`src/rtl/psu_i2c_pkg.sv`:
```
package psu_i2c_pkg;

    localparam int BYTE_W  = 8;

    // Register bit positions (MSB to LSB)
    localparam int B_PCL   = 7;
    localparam int B_TTX   = 6;
    localparam int B_TEN   = 5;
    localparam int B_LLC   = 4;
    localparam int B_VSEL  = 3;
    localparam int B_EN    = 2;
    localparam int B_OTF   = 1;
    localparam int B_OLF   = 0;

    // Lowest writable bit and width of the stored field
    localparam int CTL_LSB = 2;
    localparam int CTL_W   = BYTE_W - CTL_LSB;

    typedef enum logic [2:0] {
        ST_IDLE,
        ST_ADDR,
        ST_ADDR_ACK,
        ST_WR_DATA,
        ST_WR_ACK,
        ST_RD_DATA,
        ST_RD_ACK,
        ST_WAIT
    } slv_state_t;

endpackage

```
`src/rtl/i2c_line_sync.sv`:
```
module i2c_line_sync #(
    parameter int NLINES = 2,
    parameter int STAGES = 2
) (
    input  logic              clk,
    input  logic              rst_n,
    input  logic [NLINES-1:0] lines_in,
    output logic [NLINES-1:0] lvl,
    output logic [NLINES-1:0] rise,
    output logic [NLINES-1:0] fall
);

    generate
        for (genvar gi = 0; gi < NLINES; gi++) begin : g_line
            logic [STAGES-1:0] chain;
            logic              prev;

            // The bus idles high, so reset to 1
            always_ff @(posedge clk or negedge rst_n) begin
                if (!rst_n) begin
                    chain <= '1;
                    prev  <= 1'b1;
                end else begin
                    chain <= {chain[STAGES-2:0], lines_in[gi]};
                    prev  <= chain[STAGES-1];
                end
            end

            assign lvl[gi]  = chain[STAGES-1];
            assign rise[gi] = chain[STAGES-1] & ~prev;
            assign fall[gi] = ~chain[STAGES-1] & prev;
        end
    endgenerate

endmodule

```
`src/rtl/i2c_slave_fsm.sv`:
```
module i2c_slave_fsm
    import psu_i2c_pkg::*;
#(
    parameter logic [6:0] SLV_BASE = 7'h08,
    parameter int         STRAP_W  = 2
) (
    input  logic               clk,
    input  logic               rst_n,
    input  logic               pwr_ok,
    input  logic [STRAP_W-1:0] strap,
    input  logic               scl_lvl,
    input  logic               scl_rise,
    input  logic               scl_fall,
    input  logic               sda_lvl,
    input  logic               sda_rise,
    input  logic               sda_fall,
    input  logic [BYTE_W-1:0]  rd_byte,
    output logic [BYTE_W-1:0]  wr_byte,
    output logic               wr_commit,
    output logic               sda_pull
);

    localparam int              CNT_W    = $clog2(BYTE_W + 1);
    localparam logic [CNT_W-1:0] CNT_FULL = CNT_W'(BYTE_W);
    localparam logic [CNT_W-1:0] CNT_LAST = CNT_W'(BYTE_W - 1);
    localparam logic [6:0]      MY_ADDR_HI = SLV_BASE;

    slv_state_t              state, state_n;
    logic [BYTE_W-1:0]       rx_sr;
    logic [BYTE_W-1:0]       tx_sr;
    logic [CNT_W-1:0]        bit_cnt;
    logic                    host_ack;
    logic                    bus_start, bus_stop;
    logic                    addr_hit;
    logic [6:0]              my_addr;

    // START/STOP: SDA edge while SCL stayed high over two samples
    assign bus_start = scl_lvl & ~scl_rise & sda_fall;
    assign bus_stop  = scl_lvl & ~scl_rise & sda_rise;

    assign my_addr  = {MY_ADDR_HI[6:STRAP_W], strap};
    assign addr_hit = (rx_sr[BYTE_W-1:1] == my_addr);

    // Next-state logic
    always_comb begin
        state_n = state;
        if (!pwr_ok) begin
            state_n = ST_IDLE;
        end else if (bus_start) begin
            state_n = ST_ADDR;
        end else if (bus_stop) begin
            state_n = ST_IDLE;
        end else begin
            unique case (state)
                ST_IDLE:     state_n = ST_IDLE;
                ST_ADDR:
                    if (scl_fall && bit_cnt == CNT_FULL)
                        state_n = addr_hit ? ST_ADDR_ACK : ST_WAIT;
                ST_ADDR_ACK:
                    if (scl_fall)
                        state_n = rx_sr[0] ? ST_RD_DATA : ST_WR_DATA;
                ST_WR_DATA:
                    if (scl_fall && bit_cnt == CNT_FULL)
                        state_n = ST_WR_ACK;
                ST_WR_ACK:
                    if (scl_fall)
                        state_n = ST_WAIT;
                ST_RD_DATA:
                    if (scl_fall && bit_cnt == CNT_LAST)
                        state_n = ST_RD_ACK;
                ST_RD_ACK:
                    if (scl_fall)
                        state_n = host_ack ? ST_RD_DATA : ST_WAIT;
                ST_WAIT:     state_n = ST_WAIT;
                default:     state_n = ST_IDLE;
            endcase
        end
    end

    // State register
    always_ff @(posedge clk or negedge rst_n) begin
        if (!rst_n) state <= ST_IDLE;
        else        state <= state_n;
    end

    // Shift registers, bit counter and host acknowledge
    always_ff @(posedge clk or negedge rst_n) begin
        if (!rst_n) begin
            rx_sr    <= '0;
            tx_sr    <= '0;
            bit_cnt  <= '0;
            host_ack <= 1'b0;
        end else if (!pwr_ok || bus_start || bus_stop) begin
            bit_cnt  <= '0;
            host_ack <= 1'b0;
        end else begin
            unique case (state)
                ST_ADDR, ST_WR_DATA: begin
                    if (scl_rise) begin
                        rx_sr   <= {rx_sr[BYTE_W-2:0], sda_lvl};
                        bit_cnt <= bit_cnt + 1'b1;
                    end else if (scl_fall && bit_cnt == CNT_FULL) begin
                        bit_cnt <= '0;
                    end
                end
                ST_ADDR_ACK: begin
                    if (scl_fall) begin
                        bit_cnt <= '0;
                        tx_sr   <= rd_byte;
                    end
                end
                ST_RD_DATA: begin
                    if (scl_fall) begin
                        tx_sr   <= {tx_sr[BYTE_W-2:0], 1'b1};
                        bit_cnt <= bit_cnt + 1'b1;
                    end
                end
                ST_RD_ACK: begin
                    if (scl_rise) host_ack <= ~sda_lvl;
                    if (scl_fall) begin
                        tx_sr   <= rd_byte;
                        bit_cnt <= '0;
                    end
                end
                default: ;
            endcase
        end
    end

    // Outputs
    always_comb begin
        sda_pull  = 1'b0;
        wr_commit = 1'b0;
        unique case (state)
            ST_ADDR_ACK, ST_WR_ACK: sda_pull = 1'b1;
            ST_RD_DATA:             sda_pull = ~tx_sr[BYTE_W-1];
            ST_WR_DATA:             wr_commit = pwr_ok & ~bus_start & ~bus_stop
                                                & scl_fall & (bit_cnt == CNT_FULL);
            default: ;
        endcase
    end

    assign wr_byte = rx_sr;

endmodule

```
`src/rtl/ctrl_decode.sv`:
```
module ctrl_decode
    import psu_i2c_pkg::*;
(
    input  logic [CTL_W-1:0] ctl,
    output logic             en,
    output logic [1:0]       vcode,
    output logic             tone,
    output logic             tx_sel,
    output logic             pulsed_limit
);

    always_comb begin
        en           = ctl[B_EN - CTL_LSB];
        vcode        = en ? {ctl[B_VSEL - CTL_LSB], ctl[B_LLC - CTL_LSB]} : 2'b00;
        tone         = en & ctl[B_TEN - CTL_LSB];
        tx_sel       = en & ctl[B_TTX - CTL_LSB];
        pulsed_limit = ~ctl[B_PCL - CTL_LSB];
    end

endmodule

```
`src/rtl/psu_i2c_ctrl.sv`:
```
module psu_i2c_ctrl
    import psu_i2c_pkg::*;
#(
    parameter logic [6:0] SLV_BASE    = 7'h08,
    parameter int         STRAP_W     = 2,
    parameter int         SYNC_STAGES = 2
) (
    input  logic               clk,
    input  logic               rst_n,
    input  logic               supply_ok,
    input  logic [STRAP_W-1:0] strap_addr,
    input  logic               scl_in,
    input  logic               sda_in,
    output logic               sda_pull,
    input  logic               flag_overload,
    input  logic               flag_overtemp,
    output logic               out_en,
    output logic [1:0]         out_vcode,
    output logic               out_tone,
    output logic               out_tx_sel,
    output logic               out_pulsed_limit
);

    localparam int IDX_SCL = 1;
    localparam int IDX_SDA = 0;

    logic [1:0]        l_lvl, l_rise, l_fall;
    logic [CTL_W-1:0]  ctl_q;
    logic [BYTE_W-1:0] rd_byte;
    logic [BYTE_W-1:0] wr_byte;
    logic              wr_commit;

    i2c_line_sync #(
        .NLINES (2),
        .STAGES (SYNC_STAGES)
    ) u_sync (
        .clk      (clk),
        .rst_n    (rst_n),
        .lines_in ({scl_in, sda_in}),
        .lvl      (l_lvl),
        .rise     (l_rise),
        .fall     (l_fall)
    );

    assign rd_byte = {ctl_q, flag_overtemp, flag_overload};

    i2c_slave_fsm #(
        .SLV_BASE (SLV_BASE),
        .STRAP_W  (STRAP_W)
    ) u_fsm (
        .clk       (clk),
        .rst_n     (rst_n),
        .pwr_ok    (supply_ok),
        .strap     (strap_addr),
        .scl_lvl   (l_lvl[IDX_SCL]),
        .scl_rise  (l_rise[IDX_SCL]),
        .scl_fall  (l_fall[IDX_SCL]),
        .sda_lvl   (l_lvl[IDX_SDA]),
        .sda_rise  (l_rise[IDX_SDA]),
        .sda_fall  (l_fall[IDX_SDA]),
        .rd_byte   (rd_byte),
        .wr_byte   (wr_byte),
        .wr_commit (wr_commit),
        .sda_pull  (sda_pull)
    );

    // Stored field: bits 7:2 only, cleared while supply is bad
    always_ff @(posedge clk or negedge rst_n) begin
        if (!rst_n)          ctl_q <= '0;
        else if (!supply_ok) ctl_q <= '0;
        else if (wr_commit)  ctl_q <= wr_byte[BYTE_W-1:CTL_LSB];
    end

    ctrl_decode u_dec (
        .ctl          (ctl_q),
        .en           (out_en),
        .vcode        (out_vcode),
        .tone         (out_tone),
        .tx_sel       (out_tx_sel),
        .pulsed_limit (out_pulsed_limit)
    );

endmodule

```
`config.mk`:
```
export PLATFORM = sky130hd
export DESIGN_NAME = psu_i2c_ctrl
export DESIGN_NICKNAME = d
export VERILOG_FILES = /design/src/rtl/psu_i2c_pkg.sv /design/src/rtl/i2c_line_sync.sv /design/src/rtl/i2c_slave_fsm.sv /design/src/rtl/ctrl_decode.sv /design/src/rtl/psu_i2c_ctrl.sv
export SDC_FILE = /design/constraint.sdc
export NUM_CORES = 1
export LEC_CHECK = 0
export ABC_AREA = 1
export BUFFER_PORTS_ARGS = -buffer_cell sky130_fd_sc_hd__buf_4
export CORE_AREA = 2 2 82 84
export CTS_CLUSTER_SIZE = 30
export DETAILED_ROUTE_END_ITERATION = 16
export DIE_AREA = 0 0 84 86
export GPL_ROUTABILITY_DRIVEN = 0
export PLACE_DENSITY = 0.52
export REMOVE_ABC_BUFFERS = 1
export SKIP_LAST_GASP = 1
export SLEW_MARGIN = 5
export SYNTH_ARGS = -nofsm -noshare
export SYNTH_HDL_FRONTEND = slang
export SYNTH_SLANG_ARGS = --single-unit
```
`constraint.sdc`:
```
create_clock -name clk -period 1.6 [get_ports clk]
set_clock_uncertainty 0.2 [all_clocks]
set_input_delay 0.16 -clock clk [delete_from_list [all_inputs] [get_ports clk]]
set_output_delay 0.16 -clock clk [all_outputs]
set_load 0.02 [all_outputs]
```
==> qor.txt <==
Pwr Density: 750 mW/mm2
Top cell by count, worst path: buf_6
die area: 0.00722 mm2
most frequent cells after synthesis: 60 x nand2_1, 30 x dfrtp_1, 27 x inv_1
worst flop-to-flop path startpoint: u_fsm.state[1]
diode count: 0
prevailing post-synth register cell: dfrtp_1
Worst-path clk slew: 0.07 ns
drt initial violations: 58
unrepaired setup endpoints after global routing: true
Worst setup SP type: flip-flop
global route overflow: 0
Post-Synthesis Cell Area: 0.00184 mm2
R2R depth: 8
clock sinks: 36
crit path DAT: 1.36 ns
most frequent cell after synthesis: nand2_1
post-synth top area cell: dfrtp_1
worst skew pair latency: 0.29 ns
Root Buffer: clkbuf_8
starting density of the core: 0.294
layout cell share with drive strength beyond 1: 0.435
GR Util All Layers: 0.130
Die Height: 86 um
Tmin final: 1.72 ns
Ys Warns: 0
pin count of the biggest net entering global routing: 37
Crit. End Element: output pin
WL per Instance: 12.6 um
worst min path class: in -> reg
WS Path Type: reg -> out
CP max stage cell: dfrtp_2
die width: 84 um
Place WS: -0.120 ns
Worst slew margin: 0.680
Worst path max stage delay: 0.47 ns
max-cap violation count: 0
P&R area growth vs syn: 53.3%
Final Net Count: 309
post-synthesis sequential area ratio: 0.493
vias after detailed routing: 1,702
synth top area cells: dfrtp_1 41%, nand2_1 12%, dfstp_2 8.5%
Fin. Hold Viols: 0
status: complete, but fails checks
WL final: 4740 um
TritonCTS clock tree: done
DR pass1 iterations: 4
Crit Path Max Fanout: 4
first-pass GRT wire length: 7510 um
Worst R2R End: u_fsm.tx_sr[5]
vias in the first global route: 1,649
failing checks: setup timing
Synth Register Bits: 36
setup slack, reg-to-reg: -0.10 ns
Core Util, Final: 0.450
Worst Tran Pin Value: 0.479 ns
Cell Chain, Critical Path: inv_4 > nand2_4 > buf_6 > o221ai_4 > buf_6
CP Launch Point: u_fsm.state[1]
VDD IR max: 0.432 mV
Synth top area share: 0.407
Netlist cell types: 28
initial antenna violation count: 0
clk buf depth: 2
crit path to: sda_pull
final setup violation count: 21
CTS Buf Count: 5
fin. max-slew vios: 0
vias per std cell: 4.53
FP Rows: 29
filler cell count: 619
Power Total: 2.12 mW
Synth Area per Inst: 8.05 um2
Post-Synthesis Cells: 229
H-Tree Level Count: 2
Async SR Flop Fraction: 1.00
required time of the critical path: 1.24 ns
Top-Level Pins: 16
Final period util: 1.08
P_leak: 1.35 nW
# port buffers: 15
number of synthesized flops with an enable pin: 0
ANT nets after route: 0
core area: 0.00628 mm2
worst hold margin: 0.0248 ns
DP HPWL: 2930 um
Residual DRC: 0
fmax: 581 MHz
Final WS setup: -0.122 ns
[power by group]
part,internal [mW],switching (mW)
clock network,0.462,0.327
logic,0.123,0.158
registers,0.990,0.0588
total,1.58,0.544
[per-stage QoR]
stage	area, um2	setup TNS (ns)	cells
final	2830	-1.31	376
after CTS	2570	-1.15	366
after global placement	2190	-1.14	340
after floorplan	1790	-0.364	224
after detailed placement	2190	-1.33	340
after global routing	2830	-3.21	376
[layout make-up]
| class | instances | area, um2 | share of cell area |
|---|---|---|---|
| Tap cell | 77 | 96.3 | 0.0341 |
| Inverter | 32 | 126 | 0.0447 |
| Multi-Input combinational cell | 156 | 1000 | 0.354 |
| Timing Repair Buffer | 67 | 587 | 0.208 |
| Sequential cell | 36 | 911 | 0.322 |
| Clock inverter | 2 | 35.0 | 0.0124 |
| Clock buffer | 6 | 72.6 | 0.0257 |
[cells by family after synthesis]
family,count (synthesis),synth area share
AOI/OAI and AO/OA,39,0.119
xor gates and xnor gates,2,0.00950
adders and majority gates,2,0.0136
buffers and inverters,37,0.0970
DFF,36,0.493
muxes,1,0.00611
and+or+nand+nor,112,0.263
[critical path: cells and delay by family (launching register included)]
kind / cells / cell delay, ns
AO/OA/AOI/OAI: 1 / 0.17
buffers and inverters: 3 / 0.38
flip-flops: 1 / 0.47
AND/OR/NAND/NOR: 1 / 0.05
[registers in the layout, indices dropped and copies added, names as in the netlist]
signal and flops:
u_fsm.state 3, u_fsm.tx_sr 8, ctl_q 6, u_sync.g_line.chain 4, u_sync.g_line.prev 2, u_fsm.wr_byte 8
u_fsm.bit_cnt 4, u_fsm.host_ack 1
[cells in the final DEF (no fill, tap or decap), types with 2 or more instances in the layout]
cell type and count:
inv_2 6, dfstp_2 6, dlygate4sd3_1 7, o21ai_2 2, o211ai_1 2, a31oi_1 6, nor2_1 18, dfrtp_1 28
clkbuf_8 5, o21ai_1 8, nor2_2 3, o21ai_0 11, buf_4 49, dfrtp_2 2, inv_4 2, clkinv_2 2
nor2_4 2, nand2_4 5, inv_1 23, nand3_1 11, nor3_4 3, a21oi_1 6, nand3_2 9, ha_4 2
buf_6 9, nand2_1 45, nand2_2 12, nand3_4 3
[how the worst min path moves through the flow]
stage | cells after the start | slack, ns | from | endpoint
after floorplan | 0 | -0.34 | rst_n | ctl_q[0]
after global placement | 1 | -0.05 | rst_n | u_fsm.state[0]
after detailed placement | 1 | -0.05 | rst_n | u_fsm.host_ack
after CTS | 3 | 0.004 | supply_ok | ctl_q[2]
after global routing | 3 | 0.05 | supply_ok | ctl_q[4]
final | 3 | 0.02 | supply_ok | ctl_q[4]
[repair_timing]
item / CTS / global route
resized for setup: 38 / 46
cloned: 2 / 0
hold buffers: 5 / 2
setup endpoints to repair: 22 / 29
setup buffers: 11 / 8
endpoints found under the hold margin: 40 / 1
pin swaps: 11 / 18
[metal layers]
layer  global-route usage  vias to the layer above  wire length [um]
met5                    0                        -                 0
met4               0.0513                        0                62
met3               0.0337                        6               122
met2                0.213                       21              2370
met1                0.164                      797              2180
li1                     -                      878                 -
(Power assumes the default switching activity.)
